$ cat config.mk
export PLATFORM = sky130hd
export DESIGN_NAME = rxiw_detector
export DESIGN_NICKNAME = d
export VERILOG_FILES = /design/src/rtl/rxiw_pkg.sv /design/src/rtl/rxiw_idle_counter.sv /design/src/rtl/rxiw_mark_pick.sv /design/src/rtl/rxiw_wake_ctrl.sv /design/src/rtl/rxiw_deliver.sv /design/src/rtl/rxiw_detector.sv
export SDC_FILE = /design/constraint.sdc
export NUM_CORES = 1
export LEC_CHECK = 0
export BUFFER_PORTS_ARGS = -buffer_cell sky130_fd_sc_hd__buf_2
export CORE_MARGIN = 2
export CORE_UTILIZATION = 25
export DETAILED_ROUTE_END_ITERATION = 6
export REMOVE_ABC_BUFFERS = 1
export SETUP_SLACK_MARGIN = 0.15
export SLEW_MARGIN = 20
export SYNTH_ARGS = -nofsm -noshare
export SYNTH_HDL_FRONTEND = slang
export SYNTH_SLANG_ARGS = --single-unit
export TNS_END_PERCENT = 10
$ cat constraint.sdc
create_clock -name clk -period 1.8 [get_ports clk]
set_input_delay 0.18 -clock clk [delete_from_list [all_inputs] [get_ports clk]]
set_output_delay 0.18 -clock clk [all_outputs]
set_load 0.05 [all_outputs]
$ cat src/rtl/rxiw_pkg.sv
package rxiw_pkg;
   typedef enum logic {
      WAKE_ON_IDLE = 1'b0,
      WAKE_ON_MARK = 1'b1
   } wake_sel_e;

   typedef enum logic {
      CNT_FROM_START = 1'b0,
      CNT_FROM_STOP  = 1'b1
   } idle_origin_e;
endpackage

$ cat src/rtl/rxiw_idle_counter.sv
module rxiw_idle_counter
   import rxiw_pkg::*;
#(
   parameter int SHORT_BITS = 10,
   parameter int LONG_BITS  = 11
) (
   input  logic         clk,
   input  logic         rst_n,
   input  logic         rx_level_i,
   input  logic         bit_tick_i,
   input  logic         start_det_i,
   input  logic         stop_done_i,
   input  logic         nine_bit_i,
   input  idle_origin_e origin_i,
   output logic         idle_evt_o
);
   localparam int CNT_W = $clog2(LONG_BITS + 1);
   localparam logic [CNT_W-1:0] THR_S = CNT_W'(SHORT_BITS);
   localparam logic [CNT_W-1:0] THR_L = CNT_W'(LONG_BITS);
   localparam logic [CNT_W-1:0] ONE   = CNT_W'(1);

   logic [CNT_W-1:0] cnt_q;
   logic [CNT_W-1:0] thr;
   logic             in_frame_q;
   logic             armed_q;
   logic             count_en;

   assign thr      = nine_bit_i ? THR_L : THR_S;
   assign count_en = (origin_i == CNT_FROM_START) || !in_frame_q;
   assign idle_evt_o = bit_tick_i && rx_level_i && count_en && armed_q &&
                       !start_det_i && (cnt_q >= (thr - ONE));

   always_ff @(posedge clk or negedge rst_n) begin
      if (!rst_n) begin
         cnt_q <= '0;
      end else if (start_det_i) begin
         cnt_q <= '0;
      end else if (bit_tick_i) begin
         if (!rx_level_i || !count_en) begin
            cnt_q <= '0;
         end else if (cnt_q < THR_L) begin
            cnt_q <= cnt_q + ONE;
         end
      end
   end

   always_ff @(posedge clk or negedge rst_n) begin
      if (!rst_n) begin
         in_frame_q <= 1'b0;
      end else if (start_det_i) begin
         in_frame_q <= 1'b1;
      end else if (stop_done_i) begin
         in_frame_q <= 1'b0;
      end
   end

   always_ff @(posedge clk or negedge rst_n) begin
      if (!rst_n) begin
         armed_q <= 1'b1;
      end else if (start_det_i) begin
         armed_q <= 1'b1;
      end else if (idle_evt_o) begin
         armed_q <= 1'b0;
      end
   end

   p_cnt_bound_r2: assert property (@(posedge clk) disable iff (!rst_n)
      cnt_q <= THR_L);

   p_low_clears_r4: assert property (@(posedge clk) disable iff (!rst_n)
      (bit_tick_i && !rx_level_i) |=> (cnt_q == '0));

   p_frame_excluded_r6: assert property (@(posedge clk) disable iff (!rst_n)
      (origin_i == CNT_FROM_STOP && in_frame_q && bit_tick_i) |=> (cnt_q == '0));

   p_once_per_idle_r7: assert property (@(posedge clk) disable iff (!rst_n)
      idle_evt_o |=> !idle_evt_o);
endmodule

$ cat src/rtl/rxiw_mark_pick.sv
module rxiw_mark_pick #(
   parameter int DATA_W = 9
) (
   input  logic [DATA_W-1:0] char_i,
   input  logic              nine_bit_i,
   output logic              mark_o
);
   generate
      if (DATA_W > 8) begin : g_nine
         assign mark_o = nine_bit_i ? char_i[8] : char_i[7];
      end else begin : g_eight
         logic unused_nine;
         assign unused_nine = nine_bit_i;
         assign mark_o      = char_i[DATA_W-1];
      end
   endgenerate
endmodule

$ cat src/rtl/rxiw_wake_ctrl.sv
module rxiw_wake_ctrl
   import rxiw_pkg::*;
(
   input  logic      clk,
   input  logic      rst_n,
   input  logic      sleep_req_i,
   input  logic      idle_evt_i,
   input  logic      frame_end_i,
   input  logic      mark_i,
   input  wake_sel_e wake_sel_i,
   output logic      asleep_o
);
   logic wake_now;

   assign wake_now = (wake_sel_i == WAKE_ON_IDLE) ? idle_evt_i
                                                  : (frame_end_i && mark_i);

   always_ff @(posedge clk or negedge rst_n) begin
      if (!rst_n) begin
         asleep_o <= 1'b0;
      end else if (asleep_o) begin
         if (wake_now) asleep_o <= 1'b0;
      end else if (sleep_req_i) begin
         asleep_o <= 1'b1;
      end
   end

   p_sleep_enter_r8: assert property (@(posedge clk) disable iff (!rst_n)
      (!asleep_o && sleep_req_i) |=> asleep_o);

   p_idle_wake_r9: assert property (@(posedge clk) disable iff (!rst_n)
      (asleep_o && wake_sel_i == WAKE_ON_IDLE && idle_evt_i) |=> !asleep_o);

   p_mark_wake_r10: assert property (@(posedge clk) disable iff (!rst_n)
      (asleep_o && wake_sel_i == WAKE_ON_MARK && frame_end_i && mark_i) |=> !asleep_o);

   p_mark_stay_r10: assert property (@(posedge clk) disable iff (!rst_n)
      (asleep_o && wake_sel_i == WAKE_ON_MARK && !(frame_end_i && mark_i)) |=> asleep_o);
endmodule

$ cat src/rtl/rxiw_deliver.sv
module rxiw_deliver #(
   parameter int DATA_W  = 9,
   parameter bit OUT_REG = 1'b1
) (
   input  logic              clk,
   input  logic              rst_n,
   input  logic              go_i,
   input  logic [DATA_W-1:0] char_i,
   output logic              valid_o,
   output logic [DATA_W-1:0] data_o
);
   generate
      if (OUT_REG) begin : g_reg
         always_ff @(posedge clk or negedge rst_n) begin
            if (!rst_n) begin
               valid_o <= 1'b0;
               data_o  <= '0;
            end else begin
               valid_o <= go_i;
               if (go_i) data_o <= char_i;
            end
         end
         p_single_pulse_r11: assert property (@(posedge clk) disable iff (!rst_n)
            (valid_o && !$past(go_i, 1)) |-> 1'b0);
      end else begin : g_comb
         logic unused_clk;
         assign unused_clk = clk ^ rst_n;
         assign valid_o    = go_i;
         assign data_o     = go_i ? char_i : '0;
      end
   endgenerate
endmodule

$ cat src/rtl/rxiw_detector.sv
module rxiw_detector
   import rxiw_pkg::*;
#(
   parameter int DATA_W     = 9,
   parameter int SHORT_BITS = 10,
   parameter int LONG_BITS  = 11,
   parameter bit OUT_REG    = 1'b1
) (
   input  logic              clk,
   input  logic              rst_n,
   input  logic              rx_level_i,
   input  logic              bit_tick_i,
   input  logic              start_det_i,
   input  logic              stop_done_i,
   input  logic [DATA_W-1:0] char_i,
   input  logic              nine_bit_i,
   input  logic              idle_after_stop_i,
   input  logic              wake_mark_i,
   input  logic              sleep_req_i,
   output logic              idle_o,
   output logic              awake_o,
   output logic              rx_valid_o,
   output logic [DATA_W-1:0] rx_data_o
);
   generate
      if (DATA_W != 8 && DATA_W != 9) begin : g_bad_width
         $error("rxiw_detector: DATA_W must be 8 or 9");
      end
      if (SHORT_BITS < 2 || LONG_BITS < SHORT_BITS) begin : g_bad_thr
         $error("rxiw_detector: need 2 <= SHORT_BITS <= LONG_BITS");
      end
   endgenerate

   wake_sel_e    wake_sel;
   idle_origin_e origin;
   logic         idle_evt;
   logic         mark;
   logic         asleep;
   logic         deliver;
   logic         flag_set;

   assign wake_sel = wake_sel_e'(wake_mark_i);
   assign origin   = idle_origin_e'(idle_after_stop_i);

   rxiw_idle_counter #(
      .SHORT_BITS (SHORT_BITS),
      .LONG_BITS  (LONG_BITS)
   ) u_cnt (
      .clk         (clk),
      .rst_n       (rst_n),
      .rx_level_i  (rx_level_i),
      .bit_tick_i  (bit_tick_i),
      .start_det_i (start_det_i),
      .stop_done_i (stop_done_i),
      .nine_bit_i  (nine_bit_i),
      .origin_i    (origin),
      .idle_evt_o  (idle_evt)
   );

   rxiw_mark_pick #(.DATA_W(DATA_W)) u_mark (
      .char_i     (char_i),
      .nine_bit_i (nine_bit_i),
      .mark_o     (mark)
   );

   rxiw_wake_ctrl u_wake (
      .clk         (clk),
      .rst_n       (rst_n),
      .sleep_req_i (sleep_req_i),
      .idle_evt_i  (idle_evt),
      .frame_end_i (stop_done_i),
      .mark_i      (mark),
      .wake_sel_i  (wake_sel),
      .asleep_o    (asleep)
   );

   assign deliver  = stop_done_i && (!asleep || (wake_sel == WAKE_ON_MARK && mark));
   assign flag_set = idle_evt && !(asleep && wake_sel == WAKE_ON_IDLE);

   rxiw_deliver #(.DATA_W(DATA_W), .OUT_REG(OUT_REG)) u_dlv (
      .clk     (clk),
      .rst_n   (rst_n),
      .go_i    (deliver),
      .char_i  (char_i),
      .valid_o (rx_valid_o),
      .data_o  (rx_data_o)
   );

   always_ff @(posedge clk or negedge rst_n) begin
      if (!rst_n) begin
         idle_o <= 1'b0;
      end else if (flag_set) begin
         idle_o <= 1'b1;
      end else if (start_det_i) begin
         idle_o <= 1'b0;
      end
   end

   assign awake_o = !asleep;

   p_flag_clear_r7: assert property (@(posedge clk) disable iff (!rst_n)
      start_det_i |=> !idle_o);

   p_flag_quiet_r9: assert property (@(posedge clk) disable iff (!rst_n)
      (!awake_o && !wake_mark_i && bit_tick_i && !start_det_i) |=> $stable(idle_o));

   generate
      if (OUT_REG) begin : g_dlv_chk
         p_awake_deliver_r11: assert property (@(posedge clk) disable iff (!rst_n)
            (stop_done_i && awake_o) |=> (rx_valid_o && rx_data_o == $past(char_i)));
         p_asleep_hold_r8: assert property (@(posedge clk) disable iff (!rst_n)
            (stop_done_i && !awake_o && !wake_mark_i) |=> !rx_valid_o);
      end
   endgenerate
endmodule

# Word-level counts from Yosys, hierarchy flattened
# Cells that the tools add are included.
# totals
reg_bits	18
out_inout_bits	12
elab_cells	54
# classes
n_addsub	2
reduce_logical	25
magnitude_cmp	2
bitwise	2
muxes	16
# ops
op	count
4-bit two-way mux	4
1-bit two-way mux	12
1-bit logical AND	10
2-bit nonzero test	4
1-bit logical NOT	6
4-bit by 1-bit adder with 4-bit output (second input constant)	1
4-bit greater-or-equal comparator	1
4-bit < comparator (second input constant)	1
4-bit by 1-bit subtractor with 4-bit output (second input constant)	1
1-bit logical OR	3
3-bit nonzero test	1
1-bit inverter	2
2-bit AND reduction	1

# Logic depth before layout (Yosys ltp)
# Gate-level depths: netlist of run 1.
# depth
depth_word	9
mapped_depth	6
mapped_depth_nobuf	6

# Cells and area by module
# Synthesis of run 1 repeated with hierarchy kept, for this count alone.
# unflattened
hier_cells	73
hier_area_um2	905.9
# modules_own_cells
module	n_inst	cells_per_inst	area_per_inst_um2
rxiw_deliver	1	20	396.6
rxiw_idle_counter	1	40	384.1
rxiw_detector	1	7	58.8
rxiw_wake_ctrl	1	5	51.3
rxiw_mark_pick	1	1	15.0

# Least setup slack after synthesis of run 1
# No wires, ideal clock.
# synth_timing
path_type	register -> register
startpoint	reg u_cnt.cnt_q[0]
endpoint	reg idle_o
arrival_time_ps	1351
synth_period_minus_slack_ps	1472
n_path_buf	0
path_slack_ps	328
stages_incl_launch_ff	7
setup_time_ps	121
path_cell_list	dfrtp_1 > inv_1 > ha_1 > nand2b_1 > a211oi_1 > nor3_1 > a22o_1
# synth_via
elab_chain_len	4
# synth_lines
element	line_no	text
start: declaration	rxiw_idle_counter.sv:22	logic [CNT_W-1:0] cnt_q;
start signal: assignment	rxiw_idle_counter.sv:42	cnt_q <= cnt_q + ONE;
4-bit greater-or-equal comparator *	rxiw_idle_counter.sv:31	!start_det_i && (cnt_q >= (thr - ONE));
1-bit logical AND *	rxiw_idle_counter.sv:31	
1-bit logical AND *	rxiw_detector.sv:78	assign flag_set = idle_evt && !(asleep && wake_sel == WAKE_ON_IDLE);
1-bit two-way mux or 2-bit nonzero test (tied branches)	-	
end signal: assignment	rxiw_detector.sv:91	idle_o <= 1'b0;
end signal: assignment	rxiw_detector.sv:93	idle_o <= 1'b1;
end signal: assignment	rxiw_detector.sv:95	idle_o <= 1'b0;
end: declaration	rxiw_detector.sv:20	output logic idle_o,
# Mark *: on every way between the ends. The rest lies on a longest branch, timed or not.
# A chain may end at the register's enable or synchronous reset.

# Worst setup path after layout of run 1
# Same ends and word-level chain as after synthesis.

==> results.md, run 1 <==
* Critical Path Start: u_cnt.cnt_q[0]$_DFFE_PN0P_
* Finished Core Util at 33.22%
* Largest net degree at the start of global routing at 19
* All-Layer GR Usage at 9.701%
* Worst endpoint required time at 2.00 ns
* Buffer count from post-CTS setup fixing at 0
* Die Area at 3897 um^2
* Drt drc at 0
* Worst R2R Start: u_cnt.cnt_q[0]$_DFFE_PN0P_
* Area Growth Syn to Fin at 28.89%
* VDD IR-drop max at 0.5364 mV
* Max cap viols at 0
* Final hold vios at 0
* Layout cells sized above 1 at 45.19%
* CP Launch Type: register
* Register area share after synthesis at 52.93%
* Final period util at 82.67%
* Insertion delay to the later sink of the worst-skew pair at 0.29 ns
* Worst Setup Path Type: reg -> reg
* Most common cell after layout, fill and taps aside: buf_2
* GPL Wtd Cong at 0.7220
* Via density per instance at 4.387
* Hold Crit Start: stop_done_i
* Per-cell routed wire length at 11.55 um
* Worst relative slew slack at 72.84%
* Synthesized area per cell at 12.37 um^2
* Max Slew Vio Count at 0
* Crit end category: register
* Post-synthesis cell count at 69
* CTS buffer count at 3
* Die height at 62.43 um
* Via count of the first global-routing pass at 658
* Arr. time, crit path at 1.68 ns
* Die width at 62.43 um
* Worst Max-Slew Pin Slew at 0.4074 ns
* Area of the multi-input gates at 372.9 um^2
* Layout filler cell count at 362
* TNS Setup at 0 ns
* IO Count at 31
* H-tree levels at 1
* CTS tree: built
* Outcome: completed
* Synth unique cells at 25
* Share of the synthesized area in the top cell type at 49.85%
* DP HPWL at 1358 um
* Layout Skew at 0.006463 ns
* Core Footprint at 3311 um^2
* Clock transition at the registers of the reported paths at 0.10 ns
* Most frequent cells in the layout: buf_2 (30), dfrtp_1 (16), mux2_4 (9)
* Clock sink count at 18
* Initial antenna violation count at 0
* Vias at 658
* PwrDens at 1015 nW/um^2
* Max FO, Critical Path at 5
* Num rows at 21
* Sequential cell area at 452.9 um^2
* Total Wirelength at 1733 um
* # setup viols final at 0
* Antenna Nets Post-Route at 0
* Fmax achieved at 672.0 MHz
* Leak at 0.5800 nW
* Area contributors post-synth: dfrtp_1 (50%), mux2_4 (16%), ha_1 (4.4%), dfstp_2 (3.1%), inv_1 (2.6%)
* Pwr Total at 1.117 mW
* Final net count at 127
* Clock root cell: clkbuf_4
* Ys Warns at 0
* Clock Path Buffers at 2
* Synthesized area at 853.3 um^2
* Initial Util at 25.77%
* Initial DRC Count at 10
* Min cycle time layout at 1.488 ns
* I/O Buffers at 30
* RSZ-0062 raised after global routing: yes
* Yosys reg bits at 18
* Pre-antenna DRT Iters at 4
* Gr ovfl total at 0
* HP Class: in -> reg
* Antenna cells at 0
* First-pass GRT wire length at 2973 um
* Yosys top cell by area: dfrtp_1
cells by family (layout without fill, tap and decap cells):
family | Yosys count | count (layout) | synth area share, %
AOI/OAI and AO/OA | 13 | 13 | 10.85
and+or+nand+nor | 18 | 18 | 10.70
buffers and inverters | 7 | 42 | 3.959
adders and majority gates | 3 | 3 | 4.399
DFF | 18 | 18 | 52.93
muxes | 10 | 10 | 17.16
registers in the layout (all words and copies together), names as in the netlist:
register / flops
u_cnt.armed_q: 1
u_dlv.data_o: 9
u_cnt.in_frame_q: 1
u_cnt.cnt_q: 4
u_dlv.valid_o: 1
idle_o: 1
u_wake.asleep_o: 1
final cells by class:
type                            count  area share, %
Tap cell                           46          5.233
Timing Repair Buffer               32          15.24
Sequential cell                    18          41.18
Clock buffer                        4          2.389
Multi-Input combinational cell     44          33.90
Inverter                            6          2.048
power by group:
part	internal, mW	leakage [nW]	switching, mW
combinational	0.140	0.348	0.272
clock	0.0863	0.0150	0.124
sequential	0.461	0.217	0.0332
per-stage QoR:
step                      cells  setup WS, ns  area (um^2)  hold slack [ns]
after floorplan              68        0.3280        842.1          -0.1156
after global placement      145        0.2762         1057           0.1262
after detailed placement    145        0.2266         1057           0.1389
after CTS                   150        0.2301         1094           0.1056
after global routing        150        0.1469         1100          0.09821
final                       150        0.3120         1100           0.1047
synth_stat cells:
library cell	count
mux2_4	9
dfrtp_1	17
nand3_1	2
dfstp_2	1
nor3_1	1
buf_6	1
nand2b_1	2
inv_1	6
a21oi_1	1
mux2_1	1
a22o_1	2
nor4_1	1
nor2_1	5
a211oi_1	1
a21o_1	1
o22ai_1	1
a41oi_1	1
nor2b_1	2
nor4b_1	1
a21bo_1	1
nand2_1	3
a32o_1	1
ha_1	3
o21ai_0	4
or2_2	1
worst max-delay path, cell delays in order (launching register included):
cell      delay (ns)
dfrtp_2         0.42
inv_1           0.05
ha_1            0.25
nand2b_1        0.15
a211oi_2        0.24
nor3_1          0.10
a22o_1          0.18
routing by layer:
metal	vias to the layer above	share of wire [%]	track usage (%)
met5	-	0	0
met4	0	1.6	4.722
met3	2	6.8	3.784
met2	21	46	14.78
met1	319	46	11.97
li1	316	-	-
worst paths after layout:
path / to / depth (start not counted) / slack [ns]
worst max-delay path: idle_o$_DFFE_PN0P_ / 6 / 0.31
worst min register to register: u_cnt.armed_q$_DFFE_PN1P_ / 2 / 0.51
max in group asynchronous: u_cnt.armed_q$_DFFE_PN1P_ / 2 / 1.14
worst max register to register: idle_o$_DFFE_PN0P_ / 6 / 0.31
min in group asynchronous: u_dlv.data_o[4]$_DFFE_PN0P_ / 2 / 0.33
worst min-delay path: u_cnt.in_frame_q$_DFFE_PN0P_ / 2 / 0.10
repair_timing:
action,in CTS,in global routing
endpoints found under the setup margin,0,2
hold buffers,1,0
endpoints found under the hold margin,17,0
resized for setup,0,2
No activity file was read; power rests on OpenSTA's default activity.
==> inputs of run 2 (changes only) <==
- clock period: 1.8 -> 1.24 ns (I/O delays scaled with it)
==> results.md, run 2 (synthesis results as in run 1) <==
* Outcome: finished, violations left (was completed)
* Failing checks: setup timing
* Max cap viols at 0 (unchanged)
* Met1 Use GR at 12.79% (was 11.97%)
* Die Area at 3897 um^2 (unchanged)
* Total Wirelength at 1827 um (was 1733 um)
* Largest net degree at the start of global routing at 19 (unchanged)
* Sequential cell area at 451.7 um^2 (was 452.9 um^2)
* Via density per instance at 4.295 (was 4.387)
* GPL Wtd Cong at 0.7343 (was 0.7220)
* Critical-path cell list: inv_2, ha_4, nand2b_4, a211oi_4, nor3_2, a22o_1 (was inv_1, ha_1, nand2b_1, a211oi_2, nor3_1, a22o_1)
* Pre-antenna DRT Iters at 4 (unchanged)
* Finished Core Util at 37.30% (was 33.22%)
* Worst Max-Slew Pin Slew at 0.4024 ns (was 0.4074 ns)
* Core Footprint at 3311 um^2 (unchanged)
* Layout cells sized above 1 at 54.55% (was 45.19%)
* Max Slew Vio Count at 0 (unchanged)
* Top flop regs: u_dlv.data_o x9, u_cnt.cnt_q x4 (unchanged)
* H-tree levels at 1 (unchanged)
* Pre-CTS setup slack at -0.2705 ns (was 0.2266 ns)
* Worst R2R Start: u_cnt.cnt_q[0]$_DFFE_PN0P_ (unchanged)
* Final net count at 133 (was 127)
* Hold Slack at 0.05185 ns (was 0.1047 ns)
* Area of the multi-input gates at 417.9 um^2 (was 372.9 um^2)
* Final instance area at 1235 um^2 (was 1100 um^2)
* RSZ-0062 raised after global routing: yes (unchanged)
* CTS buffer count at 3 (unchanged)
* Antenna cells at 0 (unchanged)
* Initial antenna violation count at 0 (unchanged)
* Worst endpoint required time at 1.44 ns (was 2.00 ns)
* Worst relative slew slack at 73.17% (was 72.84%)
* Setup ws final at -0.1461 ns (was 0.3120 ns)
* Vias at 670 (was 658)
* Clock Path Buffers at 2 (unchanged)
* Min cycle time layout at 1.386 ns (was 1.488 ns)
* Antenna Nets Post-Route at 0 (unchanged)
* CTS tree: built (unchanged)
* Hold Crit Start: char_i[4] (was stop_done_i)
* Slowest CP cell: dfrtp_1 (was dfrtp_2)
* Number of flip-flops in the largest register at 9 (unchanged)
* CP Launch Type: register (unchanged)
* Clock sink count at 18 (unchanged)
* Final hold vios at 0 (unchanged)
* Layout filler cell count at 338 (was 362)
* Most common cell after layout, fill and taps aside: buf_2 (unchanged)
* Per-cell routed wire length at 11.71 um (was 11.55 um)
* Die width at 62.43 um (unchanged)
* Initial DRC Count at 6 (was 10)
* GR peak layer: met2 (unchanged)
* Most frequent cells in the layout: buf_2 (22), dfrtp_1 (17), mux2_4 (9), clkbuf_4 (9), buf_4 (6) (was buf_2 (30), dfrtp_1 (16), mux2_4 (9))
* Clock transition at the registers of the reported paths at 0.10 ns (about the same)
* Insertion delay to the later sink of the worst-skew pair at 0.30 ns (was 0.29 ns)
* Leak at 0.6262 nW (was 0.5800 nW)
* Arr. time, crit path at 1.58 ns (was 1.68 ns)
* Max FO, Critical Path at 2 (was 5)
* All-Layer GR Usage at 10.24% (was 9.701%)
* Placed cell areas at 1115 um^2 (was 1057 um^2)
* Worst Setup Path Type: reg -> reg (unchanged)
* Clock root cell: clkbuf_4 (unchanged)
* Drt drc at 0 (unchanged)
* PwrDens at 1381 nW/um^2 (was 1015 nW/um^2)
* Initial Util at 25.77% (unchanged)
* Crit end category: register (unchanged)
* Critical Path Start: u_cnt.cnt_q[0]$_DFFE_PN0P_ (unchanged)
* Via count of the first global-routing pass at 712 (was 658)
* Gr ovfl total at 0 (unchanged)
* I/O Buffers at 30 (unchanged)
* HP Class: in -> reg (unchanged)
* Fmax achieved at 721.4 MHz (was 672.0 MHz)
* Die height at 62.43 um (unchanged)
* Met2 GRT Util at 16.94% (was 14.78%)
* Crit-path max cell delay at 0.40 ns (was 0.42 ns)
* Area Growth Syn to Fin at 44.72% (was 28.89%)
* Register with the highest flop count: u_dlv.data_o (unchanged)
* DP HPWL at 1393 um (was 1358 um)
* # setup viols final at 6 (was 0)
* Met3 Usage GRT at 3.063% (was 3.784%)
* IO Count at 31 (unchanged)
* First-pass GRT wire length at 3160 um (was 2973 um)
* Final period util at 111.8% (was 82.67%)
* VDD IR-drop max at 0.7754 mV (was 0.5364 mV)
* Layout Skew at 0.004815 ns (was 0.006463 ns)
* Num rows at 21 (unchanged)
==> run 2: cell count changes in the layout (fill, tap and decap cells not counted), sizes merged <==
cell,before,now
clkbuf,4,10
==> run 2: metrics by stage <==
stage                     power (mW)  instances  TNS [ns]
final                          1.706        156   -0.4666
after global routing           1.785        156   -0.9271
after CTS                      1.707        156   -0.4268
after detailed placement       1.351        151    -2.039
after global placement         1.335        151    -1.773
after floorplan                1.168         68    -1.197
==> run 2: path summary, 6_finish.rpt <==
check	to	slack [ns]	cells after the start
max in group asynchronous	u_cnt.armed_q$_DFFE_PN1P_	0.63	2
worst max-delay path	idle_o$_DFFE_PN0P_	-0.15	6
worst max register to register	idle_o$_DFFE_PN0P_	-0.15	6
min in group asynchronous	u_dlv.data_o[6]$_DFFE_PN0P_	0.29	2
worst min-delay path	u_dlv.data_o[4]$_DFFE_PN0P_	0.05	2
worst min register to register	u_cnt.armed_q$_DFFE_PN1P_	0.51	2
==> run 2: final cells by class <==
type                    instances  area share [%]
clock buffers                   4           2.128
inverters                       6           2.026
repair buffers                 38           20.77
flip-flops and latches         18           36.58
multi-input cells              44           33.84
well taps                      46           4.661
==> run 2: worst max-delay path, delay by kind of cell, from the launching register on <==
kind            cells  cell delay, ns
compound gates      2            0.42
flops               1            0.40
simple gates        2            0.21
fa+ha+maj           1            0.18
buf+inv             1            0.07
==> run 2: where the power goes <==
part | leakage, nW | switching (mW) | total [mW] | internal (mW)
registers | 0.219 | 0.0472 | 0.717 | 0.670
clock network | 0.0150 | 0.181 | 0.306 | 0.125
logic | 0.392 | 0.416 | 0.682 | 0.267
total | 0.626 | 0.644 | 1.71 | 1.06
==> run 2: what timing repair did <==
action	CTS	global route
setup buffers	0	0
hold buffers	1	0
endpoints found under the hold margin	17	0
endpoints found under the setup margin	17	22
pin swaps	3	2
resized for setup	15	9
==> run 2: per-layer routing <==
metal,part of all wire (%),vias to the layer above
li1,-,326
met1,43,323
met2,51,19
met3,5.1,2
met4,1.0,0
met5,0,-
==> inputs of run 3 (changes only) <==
- REMOVE_ABC_BUFFERS: 1 -> not set
==> results.md, run 3 (synthesis results as in run 1) <==
* Setup ws final at -0.1690 ns (was -0.1461 ns)
* Num rows at 21 (unchanged)
* Final net count at 132 (was 133)
* H-tree levels at 1 (unchanged)
* PwrDens at 1404 nW/um^2 (was 1381 nW/um^2)
* Min cycle time layout at 1.409 ns (was 1.386 ns)
* Die width at 62.43 um (unchanged)
* Total Wirelength at 1862 um (was 1827 um)
* Max FO, Critical Path at 3 (was 2)
* Post-Syn Nets at 91
* Largest net degree at the start of global routing at 19 (unchanged)
* Clock Path Buffers at 2 (unchanged)
* Vias at 656 (was 670)
* Top flop regs: u_dlv.data_o x9, u_cnt.cnt_q x4 (unchanged)
* Crit-path max cell delay at 0.38 ns (was 0.40 ns)
* Clock root cell: clkbuf_4 (unchanged)
* Leak at 0.6398 nW (was 0.6262 nW)
* Most common cell after layout, fill and taps aside: buf_2 (unchanged)
* All-Layer GR Usage at 10.31% (was 10.24%)
* CP Launch Type: register (unchanged)
* TNS Setup at -0.4250 ns (was -0.4666 ns)
* Worst R2R Start: u_cnt.cnt_q[0]$_DFFE_PN0P_ (unchanged)
* Worst endpoint required time at 1.43 ns (was 1.44 ns)
* First-pass GRT wire length at 3174 um (was 3160 um)
* Fmax achieved at 709.7 MHz (was 721.4 MHz)
* Switch Pwr at 0.6385 mW (was 0.6440 mW)
* Worst Setup Path Type: reg -> reg (unchanged)
* Layout cells sized above 1 at 55.05% (was 54.55%)
* Initial Util at 25.77% (unchanged)
* RSZ-0062 raised after global routing: yes (unchanged)
* Die height at 62.43 um (unchanged)
* GPL Wtd Cong at 0.7240 (was 0.7343)
* Max cap viols at 0 (unchanged)
* Outcome: finished, violations left (unchanged)
* Cells after DPL at 149 (was 151)
* # setup viols final at 6 (unchanged)
* Final instance area at 1246 um^2 (was 1235 um^2)
* Hold Crit Endpoint: u_dlv.data_o[5]$_DFFE_PN0P_ (was u_dlv.data_o[4]$_DFFE_PN0P_)
* Antenna Nets Post-Route at 0 (unchanged)
* Pre-CTS setup slack at -0.1834 ns (was -0.2705 ns)
* Core Footprint at 3311 um^2 (unchanged)
* Insertion delay to the later sink of the worst-skew pair at 0.29 ns (was 0.30 ns)
* Met3 Usage GRT at 2.523% (was 3.063%)
* Initial antenna violation count at 0 (unchanged)
* Initial DRC Count at 9 (was 6)
* Critical-path cell list: inv_1, ha_1, nand2b_4, a211oi_4, nor3_2, a22o_1 (was inv_2, ha_4, nand2b_4, a211oi_4, nor3_2, a22o_1)
* Crit end category: register (unchanged)
* R2R Setup Slk at -0.17 ns (was -0.15 ns)
* Gr ovfl total at 0 (unchanged)
* Drt drc at 0 (unchanged)
* VDD IR-drop max at 0.9332 mV (was 0.7754 mV)
* Number of flip-flops in the largest register at 9 (unchanged)
* GR peak layer: met2 (unchanged)
* R2r endpoint: idle_o$_DFFE_PN0P_ (unchanged)
* Final period util at 113.6% (was 111.8%)
* Layout Skew at 0.007201 ns (was 0.004815 ns)
* Antenna cells at 0 (unchanged)
* Switching power share of the total at 36.48% (was 37.76%)
* Reg2reg path depth at 6 (unchanged)
* Most frequent cells in the layout: buf_2 (24), dfrtp_1 (17), mux2_4 (9) (was buf_2 (22), dfrtp_1 (17), mux2_4 (9), clkbuf_4 (9), buf_4 (6))
* Worst Max-Slew Pin Slew at 0.3933 ns (was 0.4024 ns)
* Placed cell areas at 1117 um^2 (was 1115 um^2)
* Finished Core Util at 37.64% (was 37.30%)
* Met1 Use GR at 12.98% (was 12.79%)
* DP HPWL at 1498 um (was 1393 um)
* Via density per instance at 4.232 (was 4.295)
* Area Growth Syn to Fin at 46.04% (was 44.72%)
* Failing checks: setup timing (unchanged)
* Internal power at 1.112 mW (was 1.062 mW)
* Power share of the clock group at 20.2% (was 18.0%)
* HP Class: in -> reg (unchanged)
* Hold Crit Start: char_i[5] (was char_i[4])
* IO Count at 31 (unchanged)
* Comb pwr share at 38.8% (was 40.0%)
* Pre-antenna DRT Iters at 4 (unchanged)
* Per-cell routed wire length at 12.01 um (was 11.71 um)
* Slowest CP cell: dfrtp_1 (unchanged)
* CTS buffer count at 3 (unchanged)
* Worst relative slew slack at 73.78% (was 73.17%)
* Register share of total power at 40.9% (was 42.0%)
* I/O Buffers at 30 (unchanged)
* Clock transition at the registers of the reported paths at 0.10 ns (about the same)
* Max Slew Vio Count at 0 (unchanged)
* Register with the highest flop count: u_dlv.data_o (unchanged)
* Finished Layout Cells at 155 (was 156)
* Die Area at 3897 um^2 (unchanged)
* CTS tree: built (unchanged)
* Final hold vios at 0 (unchanged)
* WHS Path Cells at 2 (unchanged)
* Clock sink count at 18 (unchanged)
* Arr. time, crit path at 1.60 ns (was 1.58 ns)
* Via count of the first global-routing pass at 699 (was 712)
* Met2 GRT Util at 17.34% (was 16.94%)
## run 3: what timing repair did
item	in CTS	in global routing
buffers inserted	0	1
pin swaps	2	3
gates resized for setup	7	14
endpoints found under the setup margin	16	22
hold buffers	1	0
endpoints found under the hold margin	17	0
## run 3: critical path: cells and delay by family (launching register included)
kind                     cells  cell delay (ns)
adder cells (fa/ha/maj)      1             0.26
AND/OR/NAND/NOR              2             0.21
flip-flops                   1             0.38
buffers and inverters        1             0.05
AO/OA/AOI/OAI                2             0.40
## run 3: final cells by class
class                      count  area [um^2]
inverter                       6        25.02
multi-input combinational     44        431.7
clock buffer                   4        36.28
tap                           46        57.56
fill                         352         2064
sequential                    18        451.7
timing repair buffer          37        244.0
## run 3: how the worst max path moves through the flow
| stage | from | to | slack, ns | cells past startpoint |
|---|---|---|---|---|
| after global routing | u_cnt.cnt_q[0]$_DFFE_PN0P_ | idle_o$_DFFE_PN0P_ | -0.24 | 6 |
| after global placement | u_cnt.cnt_q[0]$_DFFE_PN0P_ | idle_o$_DFFE_PN0P_ | -0.14 | 6 |
| after floorplan | u_cnt.cnt_q[0]$_DFFE_PN0P_ | idle_o$_DFFE_PN0P_ | -0.14 | 6 |
| final | u_cnt.cnt_q[0]$_DFFE_PN0P_ | idle_o$_DFFE_PN0P_ | -0.17 | 6 |
| after CTS | u_cnt.cnt_q[0]$_DFFE_PN0P_ | idle_o$_DFFE_PN0P_ | -0.19 | 6 |
| after detailed placement | u_cnt.cnt_q[0]$_DFFE_PN0P_ | idle_o$_DFFE_PN0P_ | -0.18 | 6 |
## run 3: per-layer routing
metal / routed length [um] / part of all wire (%) / up-vias
li1: - / - / 322
met1: 824 / 44 / 320
met2: 964 / 52 / 12
met3: 52 / 2.8 / 2
met4: 21 / 1.1 / 0
met5: 0 / 0 / -
## run 3: metrics by stage
stage | hold WS (ns) | power [mW]
floorplan | -0.1716 | 1.184
global placement | 0.06829 | 1.345
detailed placement | 0.07619 | 1.361
CTS | 0.04743 | 1.743
global route | 0.04302 | 1.848
finish | 0.05638 | 1.750
## run 3: power by group through the flow
| stage | combinational, mW | sequential, mW | clock, mW |
|---|---|---|---|
| final | 0.680 | 0.717 | 0.354 |
| after global routing | 0.721 | 0.730 | 0.397 |
| after CTS | 0.656 | 0.717 | 0.370 |
| after detailed placement | 0.632 | 0.729 | 0 |
| after global placement | 0.625 | 0.719 | 0 |
| after floorplan | 0.192 | 0.992 | 0 |
